**src/rtl/led_chain_ctrl.sv**
```systemverilog
module led_chain_ctrl #(
  parameter int N_DEV = 2,
  parameter int CH    = 16,
  parameter int DC_W  = 7,
  parameter int HALF  = 2,
  parameter int GAP   = 2,
  parameter int XW    = 2
) (
  input  logic                       clk,
  input  logic                       rst_n,
  input  logic                       start,
  input  logic                       cmd_dc,
  input  logic [CH*DC_W*N_DEV-1:0]   dc_data,
  input  logic [CH*N_DEV-1:0]        onoff_data,
  output logic                       busy,
  output logic                       done,
  output logic [CH*N_DEV-1:0]        lod_flags,
  output logic                       drv_mode,
  output logic                       drv_sclk,
  output logic                       drv_sin,
  output logic                       drv_xlat,
  output logic                       drv_blank,
  input  logic                       drv_sout
);

  localparam int OOL  = CH * N_DEV;
  localparam int DCL  = CH * DC_W * N_DEV;
  localparam int BW   = $clog2(DCL);
  localparam int T1   = (HALF > GAP) ? HALF : GAP;
  localparam int TMAX = (T1 > XW) ? T1 : XW;
  localparam int CW   = $clog2(TMAX + 1);

  typedef enum logic [2:0] {S_IDLE, S_LO, S_HI, S_GAP, S_XLAT, S_TAIL} st_t;

  st_t            st;
  logic [CW-1:0]  cnt;
  logic [BW-1:0]  left;
  logic [DCL-1:0] tx;
  logic [OOL-1:0] rx;

  wire end_half = cnt == CW'(HALF - 1);
  wire end_gap  = cnt == CW'(GAP - 1);
  wire end_x    = cnt == CW'(XW - 1);

  assign busy    = st != S_IDLE;
  assign drv_sin = tx[DCL-1];

  always_ff @(posedge clk) begin
    if (!rst_n) begin
      st        <= S_IDLE;
      cnt       <= '0;
      left      <= '0;
      tx        <= '0;
      rx        <= '0;
      lod_flags <= '0;
      drv_mode  <= 1'b0;
      drv_sclk  <= 1'b0;
      drv_xlat  <= 1'b0;
      drv_blank <= 1'b1;
      done      <= 1'b0;
    end else begin
      done <= 1'b0;
      case (st)
        S_IDLE: if (start) begin
          drv_mode <= cmd_dc;
          tx       <= cmd_dc ? dc_data : (DCL'(onoff_data) << (DCL - OOL));
          left     <= cmd_dc ? BW'(DCL - 1) : BW'(OOL - 1);
          cnt      <= '0;
          st       <= S_LO;
        end
        S_LO: if (end_half) begin
          cnt      <= '0;
          drv_sclk <= 1'b1;
          rx       <= {rx[OOL-2:0], drv_sout};
          st       <= S_HI;
        end else cnt <= cnt + 1'b1;
        S_HI: if (end_half) begin
          cnt      <= '0;
          drv_sclk <= 1'b0;
          if (left == '0) begin
            st <= S_GAP;
            if (!drv_mode) drv_blank <= 1'b1;
          end else begin
            left <= left - 1'b1;
            tx   <= tx << 1;
            st   <= S_LO;
          end
        end else cnt <= cnt + 1'b1;
        S_GAP: if (end_gap) begin
          cnt      <= '0;
          drv_xlat <= 1'b1;
          st       <= S_XLAT;
        end else cnt <= cnt + 1'b1;
        S_XLAT: if (end_x) begin
          cnt      <= '0;
          drv_xlat <= 1'b0;
          st       <= S_TAIL;
        end else cnt <= cnt + 1'b1;
        S_TAIL: if (end_gap) begin
          cnt  <= '0;
          st   <= S_IDLE;
          done <= 1'b1;
          if (!drv_mode) begin
            drv_blank <= 1'b0;
            lod_flags <= rx;
          end
        end else cnt <= cnt + 1'b1;
        default: st <= S_IDLE;
      endcase
    end
  end

endmodule

```
**config.mk**
```make
export PLATFORM = sky130hd
export DESIGN_NAME = led_chain_ctrl
export DESIGN_NICKNAME = d
export VERILOG_FILES = /design/src/rtl/led_chain_ctrl.sv
export SDC_FILE = /design/constraint.sdc
export NUM_CORES = 1
export LEC_CHECK = 0
export ABC_AREA = 1
export BUFFER_PORTS_ARGS = -buffer_cell sky130_fd_sc_hd__buf_4
export CELL_PAD_IN_SITES_DETAIL_PLACEMENT = 0
export CELL_PAD_IN_SITES_GLOBAL_PLACEMENT = 1
export CORE_ASPECT_RATIO = 0.5
export CORE_MARGIN = 3
export CORE_UTILIZATION = 41
export CTS_CLUSTER_DIAMETER = 40
export DETAILED_ROUTE_END_ITERATION = 6
export GPL_TIMING_DRIVEN = 0
export PLACE_DENSITY_LB_ADDON = 0.1
export SLEW_MARGIN = 40
export SYNTH_ARGS = -nofsm -noshare
export SYNTH_HDL_FRONTEND = slang
export SYNTH_SLANG_ARGS = --single-unit
```
**constraint.sdc**
```tcl
create_clock -name clk -period 3.7 [get_ports clk]
set_input_delay 1.11 -clock clk [delete_from_list [all_inputs] [get_ports clk]]
set_output_delay 1.11 -clock clk [all_outputs]
set_load 0.005 [all_outputs]
```
# Yosys cells after proc, flatten, opt, wreduce, memory -nomap -nowiden
# Index checks and enable logic that the tools add are counted.
# W data, S select, Z words.
dict set report word_totals {
  ff_bits 306
  latch_bits 0
  ram_bits 0
  romBits 0
  input_bits 261
  out_inout_bits 39
  word_cells 81
  mem_count 0
}
dict set report classes {
  add_sub_neg 2
  multipliers 0
  div 0
  order_cmp 0
  eq_ne 16
  shifts 0
  muxes 32
  bitwise_logic 1
  n_reduce_logical 19
}
# op n
set ops {}
lappend ops {{$mux W224} 4}
lappend ops {{$pmux W224 S2} 1}
lappend ops {{$mux W8} 4}
lappend ops {{$ne A2 B2 Y1 const B} 10}
lappend ops {{$mux W3} 6}
lappend ops {{$pmux W3 S6} 1}
lappend ops {{$pmux W8 S2} 1}
lappend ops {{$reduce_and A6 Y1} 2}
lappend ops {{$reduce_bool A2 Y1} 5}
lappend ops {{$reduce_and A3 Y1} 3}
lappend ops {{$logic_not A8 Y1} 1}
lappend ops {{$mux W1} 8}
lappend ops {{$reduce_and A2 Y1} 4}
lappend ops {{$sub A8 B1 Y8 const B} 1}
lappend ops {{$eq A3 B2 Y1 const B} 2}
lappend ops {{$eq A3 B3 Y1 const B} 2}
lappend ops {{$mux W2} 3}
lappend ops {{$pmux W1 S2} 3}
lappend ops {{$reduce_or A5 Y1} 1}
lappend ops {{$pmux W2 S2} 1}
lappend ops {{$reduce_and A4 Y1} 1}
lappend ops {{$eq A3 B1 Y1 const B} 1}
lappend ops {{$logic_not A3 Y1} 1}
lappend ops {{$reduce_bool A3 Y1} 1}
lappend ops {{other kinds (3)} 3}

# Longest topological paths before layout
# Gate-level depths: netlist of the first run.
dict set report depth {
  word_depth 4
  depth_mapped 12
  mapped_depth_nobuf 9
}

# Least setup slack after synthesis of the first run
# Ideal clock, no wire load.
dict set report synth_timing {
  path_type {input -> register}
  startpoint {input port cmd_dc}
  endpoint {register tx[142]}
  setup_ns 0.064
  arrival_ns 2.172
  t_required_ns 3.636
  path_slack_ns 1.464
  cell_stages 9
  path_cell_list {clkbuf_1 -> inv_1 -> nor2_1 -> buf_2 -> buf_2 -> nand2_1 -> o21ai_0 -> nor2_1 -> nor2_1}
}
dict set report synth_via {
  elab_chain_cells 3
}
# element line_no
set synth_rtl {}
lappend synth_rtl {{from (decl)} 12} ;# input logic cmd_dc,
lappend synth_rtl {{$mux W224} 66} ;# tx <= cmd_dc ? dc_data : (DCL'(onoff_data) << (DCL - OOL));
lappend synth_rtl {{$mux W224} 64} ;# S_IDLE: if (start) begin
lappend synth_rtl {{$pmux W224 S2} 63} ;# case (st)
lappend synth_rtl {{to (signal assigned)} 66}
lappend synth_rtl {{to (signal assigned)} 85} ;# tx <= tx << 1;
lappend synth_rtl {{to (decl)} 38} ;# logic [DCL-1:0] tx;
# Every way passes these cells. The select of a mux whose other input is x is not followed.
# A chain may end at the register's enable or synchronous reset.

# Final worst setup path of the first run
dict set report layout_timing {
  startpoint {input port cmd_dc}
  endpoint {register tx[180]}
}
# The elaborated chain is that of the path after synthesis.

==> flow_metrics.tcl, run 1 <==
set metrics [dict create \
    status "complete, no violations" \
    dieArea_mm2 0.0383 \
    wire_per_inst_um 12.6 \
    yosysWarningCount 0 \
    maxCapViolations 0 \
    clk_latency_ns 0.52 \
    grt_usage_pct 20.7 \
    ys_types 24 \
    syn_nets 2682 \
    clock-skew-final_ns 0.0160 \
    period_share_pct 66.5 \
    die_h_um 140 \
    worstSetupStartpointType "input pin" \
    dpl_worst_slack_ns 0.707 \
    critPathBufInv 4 \
    grt_pass1_vias 13500 \
    ys.flop_type "dfxtp_1" \
    tns_ns 0 \
    grt_max_degree 15 \
    antenna_left 0 \
    slowest_stage "buf_2" \
    hold_slack_ns 0.423 \
    drc 0 \
    crit_family "buffers and inverters" \
    holdBufCountCts 0 \
    dr.pass1.iters 5 \
    hp-class "register to register" \
    fmax_ghz 0.407 \
    pin_count 300 \
    yosys.area.top_type_share_pct 41.7 \
    clock_sinks 306 \
    gr-usage-met2_pct 35.5 \
    seq_area_frac_synth_pct 41.7 \
    synthCells 2419 \
    cts_max_level 2 \
    synth_common_cells "840 x nand2_1, 529 x nor2_1, 306 x dfxtp_1" \
    avgViaCountPerCell 4.58 \
    setup_slack_ns 1.24 \
    critical_path_required_ns 4.15 \
    hold_viol 0 \
    routed_wl_um 41200 \
    synth_edf_count 0 \
    endpoint_kind "register" \
    fp.dieW_um 274 \
    synth_area_per_cell_um2 6.07 \
    num_vias 14900 \
    grt_pass1_wl_um 66100 \
    place_congestion 0.796 \
    leakagePower_uw 0.00937 \
    cts_tree "done" \
    worst-path-max-fanout 10 \
    cts_buffers 37 \
    ctsResizeCount 0 \
    setup_viol 0 \
    yosysTopAreaCell "dfxtp_1" \
    critical-path-max-stage-delay_ns 0.40 \
    use_met3_pct 3.72 \
    insertedDiodeCount 0 \
    p_per_area_mw_per_mm2 702 \
    worstMarginPinSlew_ns 0.786 \
    cts_root_buffer "clkbuf_16" \
    yosys_register_bits 306 \
    postCtsSetupRepairBufs 0 \
    start_util_pct 42.1 \
    path_class "input pin to register" \
    area_growth_pct 28.0 \
    r2r_slack_ns 1.62 \
    period_needed_ns 2.46 \
    fp-row-count 48 \
    worstPathArrival_ns 2.91 \
    yosysMostFrequentCell "nand2_1" \
    grt_overflow_total 0 \
    ys_top_cells_by_area "dfxtp_1 42%, nand2_1 21%, nor2_1 14%" \
    portBuffers 297 \
    core-area_mm2 0.0349 \
    cts_buffer_depth 3 \
    busiest_layer "met2" \
    final_max_slew_viol_count 0 \
    hpwlAfterDp_um 29700 \
    path_cells "clkbuf_1, inv_1, nor2_1, buf_2, buf_2, nand2_1, o21ai_0, nor2_1, nor2_1" \
    max-vdd-ir-drop_v 0.000352 \
    synthArstFlopShare_pct 0 \
    slew_headroom_pct 47.6 \
    crit_top_cell "nor2_1" \
    antenna_found_initial 0 \
    rsz0062_at_grt "no" \
    drt_iter0_drc 1028 \
    layout.nets 3018 \
    path_clk_slew_ns 0.05 \
    use_met1_pct 27.7 \
    drive_gt1_share_pct 15.8 \
    netlist_area_mm2 0.0147 \
]
==> path summary, 6_finish.rpt <==
| path | startpoint | endpoint | cells past startpoint |
|---|---|---|---|
| max | cmd_dc | tx[180] | 9 |
| min reg2reg | left[0] | left[0] | 1 |
| min | left[0] | left[0] | 1 |
| max reg2reg | st[2] | tx[180] | 10 |
==> cells by family after synthesis <==
family                   share of synthesized area, %
AO/OA/AOI/OAI                                    10.6
XOR/XNOR                                       0.0596
adder cells (fa/ha/maj)                         0.170
buffers and inverters                            10.2
flip-flops                                       41.7
AND/OR/NAND/NOR                                  37.3
==> layout by cell type, fill, tap and decap left out, types with 4 or more instances in the layout <==
master	netlist	layout
buf_1	4	4
nor2_1	529	529
nand2_1	840	840
inv_1	207	207
bufinv_16	0	5
clkbuf_16	0	37
a21oi_1	46	46
clkbuf_8	0	10
nand3_1	53	53
dfxtp_1	306	306
clkbuf_1	74	78
buf_2	71	71
buf_4	7	304
o21ai_0	264	264
==> final cells by class <==
cell class	instances	area, µm²
clock buffers	51	1080
well taps	475	594
flip-flops and latches	306	6130
fillers	3743	16100
plain buffers	157	712
repair buffers	297	2230
multi-input cells	1747	7070
clock inverters	12	208
inverters	209	785
==> state kept, by name, summed over array words and instances (netlist names), 2 cells and up <==
| name | flops |
|---|---|
| cnt | 2 |
| lod_flags | 32 |
| st | 3 |
| rx | 32 |
| tx | 224 |
| left | 8 |
==> power breakdown <==
group	internal (µW)	switching (µW)
clock	2390	1450
sequential	4250	316
combinational	1750	3050
==> per-layer routing <==
layer	wire (µm)	vias to the layer above
li1	-	8012
met1	19200	6643
met4	411	0
met2	19700	211
met5	0	-
met3	1800	42
==> per-stage QoR <==
stage / area [µm²] / instances / power [µW] / utilization (%)
after global routing: 18800 / 3254 / 14300 / 53.9
after detailed placement: 17500 / 3191 / 9430 / 50.2
final: 18800 / 3254 / 13200 / 53.9
after global placement: 17500 / 3191 / 9380 / 50.2
after floorplan: 14700 / 2419 / 8160 / -
after CTS: 18800 / 3254 / 13300 / 53.9
No activity file was read; power rests on OpenSTA's default activity.
==> run 2, diff against run 1 <==
ABC_AREA = 0   (was 1)
CORE_UTILIZATION = 36   (was 41)
clock period = 2.1 ns   (was 3.7 ns; I/O delays follow)
==> flow_metrics.tcl, run 2 <==
set metrics [dict create \
    grt_overflow_total 0 \
    yosysTopAreaCell "dfxtp_1" \
    status "finished with violations" \
    synth_edf_count 0 \
    final_max_slew_viol_count 0 \
    endpoint_kind "primary output" \
    portBuffers 297 \
    period_share_pct 110 \
    fp-row-count 48 \
    hpwlAfterDp_um 29500 \
    largest_register_ffs 224 \
    cts_tree "done" \
    synthSimpleGateAreaFrac_pct 8.48 \
    wire_per_inst_um 17.7 \
    placed_cell_area_mm2 0.0156 \
    cts_buffers 36 \
    worst-path-max-fanout 6 \
    routed_wl_um 41100 \
    final_common_cell "buf_4" \
    grt_usage_pct 20.7 \
    insertedDiodeCount 0 \
    muxShareOfSynthArea_pct 2.90 \
    worstPathArrival_ns 1.69 \
    grt_pass1_vias 12600 \
    synth_fa_ha_area_share_pct 0.196 \
    ys_top_cells_by_area "dfxtp_1 48%, a32oi_1 13%, a21oi_1 10%" \
    setup_viol 1 \
    drive_gt1_share_pct 28.3 \
    syn_nets 1742 \
    finish.utilization_pct 49.8 \
    num_vias 12900 \
    area_growth_pct 35.4 \
    worstSetupStartpointType "register" \
    synth_top_family_by_area "compound AO/OA/AOI/OAI gates" \
    finalPower_uw 14400 \
    synth-compound-area-share_pct 34.9 \
    layout.nets 2087 \
    stdcell_area_mm2 0.0173 \
    ys.flop_type "dfxtp_1" \
    dieArea_mm2 0.0380 \
    max-vdd-ir-drop_v 0.000636 \
    core-area_mm2 0.0348 \
    top_regs "tx (224), lod_flags (32), rx (32)" \
    cts_root_buffer "clkbuf_16" \
    maxCapViolations 0 \
    die_h_um 139 \
    seq_area_frac_synth_pct 47.9 \
    setup_slack_ns -0.216 \
    fp.dieW_um 273 \
    synth_area_per_cell_um2 8.65 \
    worstMarginPinSlew_ns 0.706 \
    synthCells 1479 \
    clk_latency_ns 0.52 \
    drt_iter0_drc 1000 \
    hold_viol 0 \
    path_class "register to primary output" \
    netlist_area_mm2 0.0128 \
    place_congestion 0.801 \
    grt_max_degree 20 \
    antenna_left 0 \
    final_cell_mix "313 x buf_4, 304 x dfxtp_1, 263 x a21oi_1" \
    yosysWarningCount 0 \
    clock_sinks 306 \
    grt_pass1_wl_um 65200 \
    yosysMostFrequentCell "dfxtp_1" \
    cts_buffer_depth 3 \
    critical_path_required_ns 1.47 \
    avgViaCountPerCell 5.56 \
    dr.pass1.iters 7 \
    yosys.area.top_type_share_pct 47.9 \
    leakagePower_uw 0.00628 \
    path_clk_slew_ns 0.06 \
    pin_count 300 \
    clock-skew-final_ns 0.0180 \
    top_register "tx" \
    synthArstFlopShare_pct 0 \
    p_per_area_mw_per_mm2 833 \
    ys_types 52 \
    period_needed_ns 2.32 \
    drc 0 \
    rsz0062_at_grt "yes" \
    cts_max_level 2 \
    tns_ns -0.216 \
    synthXorXnorAreaFrac_pct 0.0685 \
    start_util_pct 36.8 \
    synth_common_cells "306 x dfxtp_1, 263 x a21oi_1, 204 x nand2_1" \
    yosys_register_bits 306 \
    slew_headroom_pct 52.9 \
    fmax_ghz 0.432 \
    hp-class "input pin to register" \
    antenna_found_initial 1 \
    violations "negative setup slack" \
]
## run 2: timing repair
item / CTS / global route
setup buffers: 7 / 3
gates cloned: 0 / 1
hold buffers: 0 / 0
endpoints found under the setup margin: 232 / 274
pin swaps: 2 / 1
hold endpoints to repair: 0 / 0
resized for setup: 86 / 86
## run 2: kinds of logic after synthesis
family | count (synthesis)
DFF | 306
buffers and inverters | 177
xor gates and xnor gates | 1
AOI/OAI and AO/OA | 706
adders and majority gates | 2
and+or+nand+nor | 254
muxes | 33
## run 2: routing by layer
metal | part of all wire, % | vias to the layer above | GRT usage [%]
li1 | - | 6323 | -
met4 | 1.9 | 2 | 5.36
met3 | 6.3 | 58 | 4.74
met1 | 44 | 6179 | 26.7
met5 | 0.049 | - | 0
met2 | 48 | 364 | 35.0
## run 2: layout make-up
cell class                 instances  area (µm²)
clock inverter                    18         250
inverter                           4        15.0
fill                            3352       17500
tap                              475         594
buffer                           172         932
multi-input combinational        996        6040
clock buffer                      46        1010
timing repair buffer             308        2330
sequential                       306        6130
## run 2: path summary, 6_finish.rpt
path / to / depth (start not counted) / from / slack [ns]
worst max-delay path: busy / 4 / st[1] / -0.22
worst max register to register: left[3] / 5 / cnt[1] / 0.10
worst min-delay path: rx[0] / 3 / drv_sout / 0.37
worst min register to register: lod_flags[31] / 2 / rx[31] / 0.45
## run 2: power by group
part	internal (µW)	switching [µW]
registers	6050	131
logic	773	867
clock network	4050	2540
## run 2: worst max-delay path, cell delays in order (launching register included)
cell	delay, ns
dfxtp_4	0.36
clkbuf_16	0.14
clkbuf_16	0.13
or3_4	0.41
buf_6	0.13
## run 2: per-stage QoR
stage,instances,setup WS (ns),hold slack (ns)
global placement,2251,-0.788,0.441
detailed placement,2251,-0.718,0.447
CTS,2321,-0.241,0.352
finish,2325,-0.216,0.375
floorplan,1479,0.0809,0.432
global route,2325,-0.246,0.369
==> run 3, diff against run 2 <==
CELL_PAD_IN_SITES_DETAIL_PLACEMENT = unset   (was 0)
CELL_PAD_IN_SITES_GLOBAL_PLACEMENT = unset   (was 1)
CORE_UTILIZATION = 49   (was 36)
==> flow_metrics.tcl, run 3 (same netlist as run 2, synthesis figures left out) <==
set metrics [dict create \
    path_clk_slew_ns 0.07 \
    cts_max_level 1 \
    status "finished with violations" \
    drt_iter0_drc 1108 \
    cts_buffers 30 \
    p_per_area_mw_per_mm2 805 \
    dpl_worst_slack_ns -0.588 \
    grt_usage_pct 26.0 \
    crit_family "buffers and inverters" \
    final_max_slew_viol_count 0 \
    holdBufCountCts 0 \
    leakagePower_uw 0.00621 \
    path_class "register to primary output" \
    gr-usage-met2_pct 42.7 \
    grt_pass1_vias 12400 \
    cts_tree "done" \
    largest_register_ffs 224 \
    tns_ns -0.193 \
    antenna_found_initial 3 \
    top_register "tx" \
    grt_pass1_wl_um 60600 \
    rsz0062_at_grt "yes" \
    critical_path_required_ns 1.47 \
    hold_viol 0 \
    worstSetupStartpointType "register" \
    fin_cells 2189 \
    routed_wl_um 39800 \
    drc 0 \
    crit_top_cell "clkbuf_16" \
    reg2reg_depth 7 \
    dp_cells 2120 \
    area_growth_pct 32.9 \
    dieArea_mm2 0.0282 \
    die_h_um 120 \
    num_vias 13200 \
    seqCellArea_mm2 0.00613 \
    pin_count 300 \
    core-area_mm2 0.0254 \
    period_needed_ns 2.29 \
    busiest_layer "met2" \
    layout.nets 2081 \
    clk_latency_ns 0.57 \
    period_share_pct 109 \
    drive_gt1_share_pct 28.5 \
    cts_buffer_depth 3 \
    hold_depth 3 \
    fillerInstances 2119 \
    path_cells "clkbuf_16, clkbuf_16, or3_4, buf_6" \
    maxCapViolations 0 \
    use_met3_pct 5.67 \
    worst-path-max-fanout 3 \
    wire_per_inst_um 18.2 \
    final_cell_mix "317 x buf_4, 303 x dfxtp_1, 263 x a21oi_1" \
    avgViaCountPerCell 6.05 \
    start_util_pct 50.3 \
    use_met1_pct 33.4 \
    critical-path-max-stage-delay_ns 0.35 \
    antenna_left 0 \
    grt_max_degree 20 \
    critPathBufInv 3 \
    fmax_ghz 0.436 \
    place_congestion 0.872 \
    fp-row-count 41 \
    dr.pass1.iters 7 \
    worstPathArrival_ns 1.66 \
    setup_slack_ns -0.193 \
    endpoint_kind "primary output" \
    final_common_cell "buf_4" \
    top_regs "tx (224), lod_flags (32), rx (32)" \
    hold_slack_ns 0.324 \
    slowest_stage "dfxtp_4" \
    slew_headroom_pct 48.6 \
    clock_sinks 306 \
    portBuffers 297 \
    clock-skew-final_ns 0.0168 \
    stdcell_area_mm2 0.0170 \
    cts_root_buffer "clkbuf_16" \
    hp-class "input pin to register" \
    violations "negative setup slack" \
    fp.dieW_um 234 \
    max-vdd-ir-drop_v 0.000499 \
    multi_input_area_mm2 0.00606 \
    setup_viol 1 \
    worstMarginPinSlew_ns 0.771 \
    worst-path-stages 4 \
    placed_cell_area_mm2 0.0155 \
    hpwlAfterDp_um 27900 \
    grt_overflow_total 0 \
]
[run 3: cell types whose count changed in the layout (fill, tap and decap cells not counted), sizes merged]
cell	change
clkbuf	-9
clkinvlp	-3
diode	+3
buf	+2
clkinv	+1
inv	+1
[run 3: power by group]
part           switching, µW  internal [µW]  total [µW]
combinational            870            768        1640
sequential               136           6050        6190
clock                   2430           3430        5860
total                   3440          10200       13700
[run 3: per-stage QoR]
step	utilization, %	total power (µW)
global route	66.8	14200
finish	66.8	13700
global placement	60.7	7730
CTS	65.6	13600
detailed placement	60.8	7800
floorplan	-	7090
[run 3: area by class of cell]
cell class | count | share of cell area [%]
diodes | 3 | 0.0442
plain buffers | 172 | 5.70
clock buffers | 39 | 4.86
clock inverters | 17 | 1.43
inverters | 4 | 0.0883
multi-input cells | 996 | 35.7
flip-flops and latches | 306 | 36.1
well taps | 344 | 2.53
repair buffers | 308 | 13.6
[run 3: worst paths after layout]
path	start	endpoint	slack (ns)
worst min-delay path	drv_sout	rx[0]	0.32
worst min register to register	lod_flags[10]	lod_flags[10]	0.46
worst max register to register	st[1]	tx[113]	0.02
worst max-delay path	st[1]	busy	-0.19
[run 3: repair_timing]
action | in CTS | in global routing
cloned | 0 | 1
setup endpoints to repair | 232 | 261
setup buffers | 3 | 7
pin swaps | 0 | 7
hold endpoints to repair | 0 | 0
gates resized for setup | 47 | 210
[run 3: worst register-to-register path, stage by stage (launching register included)]
cell	delay, ns
dfxtp_4	0.35
buf_4	0.14
buf_4	0.14
a2111o_1	0.54
buf_4	0.24
clkbuf_2	0.20
o21ai_0	0.23
a21oi_1	0.10
[run 3: routing by layer]
layer,routed length (µm),vias to the layer above,part of all wire (%)
li1,-,6288,-
met1,16500,6328,41
met2,18800,538,47
met3,3200,94,8.0
met4,1390,0,3.5
met5,0,-,0
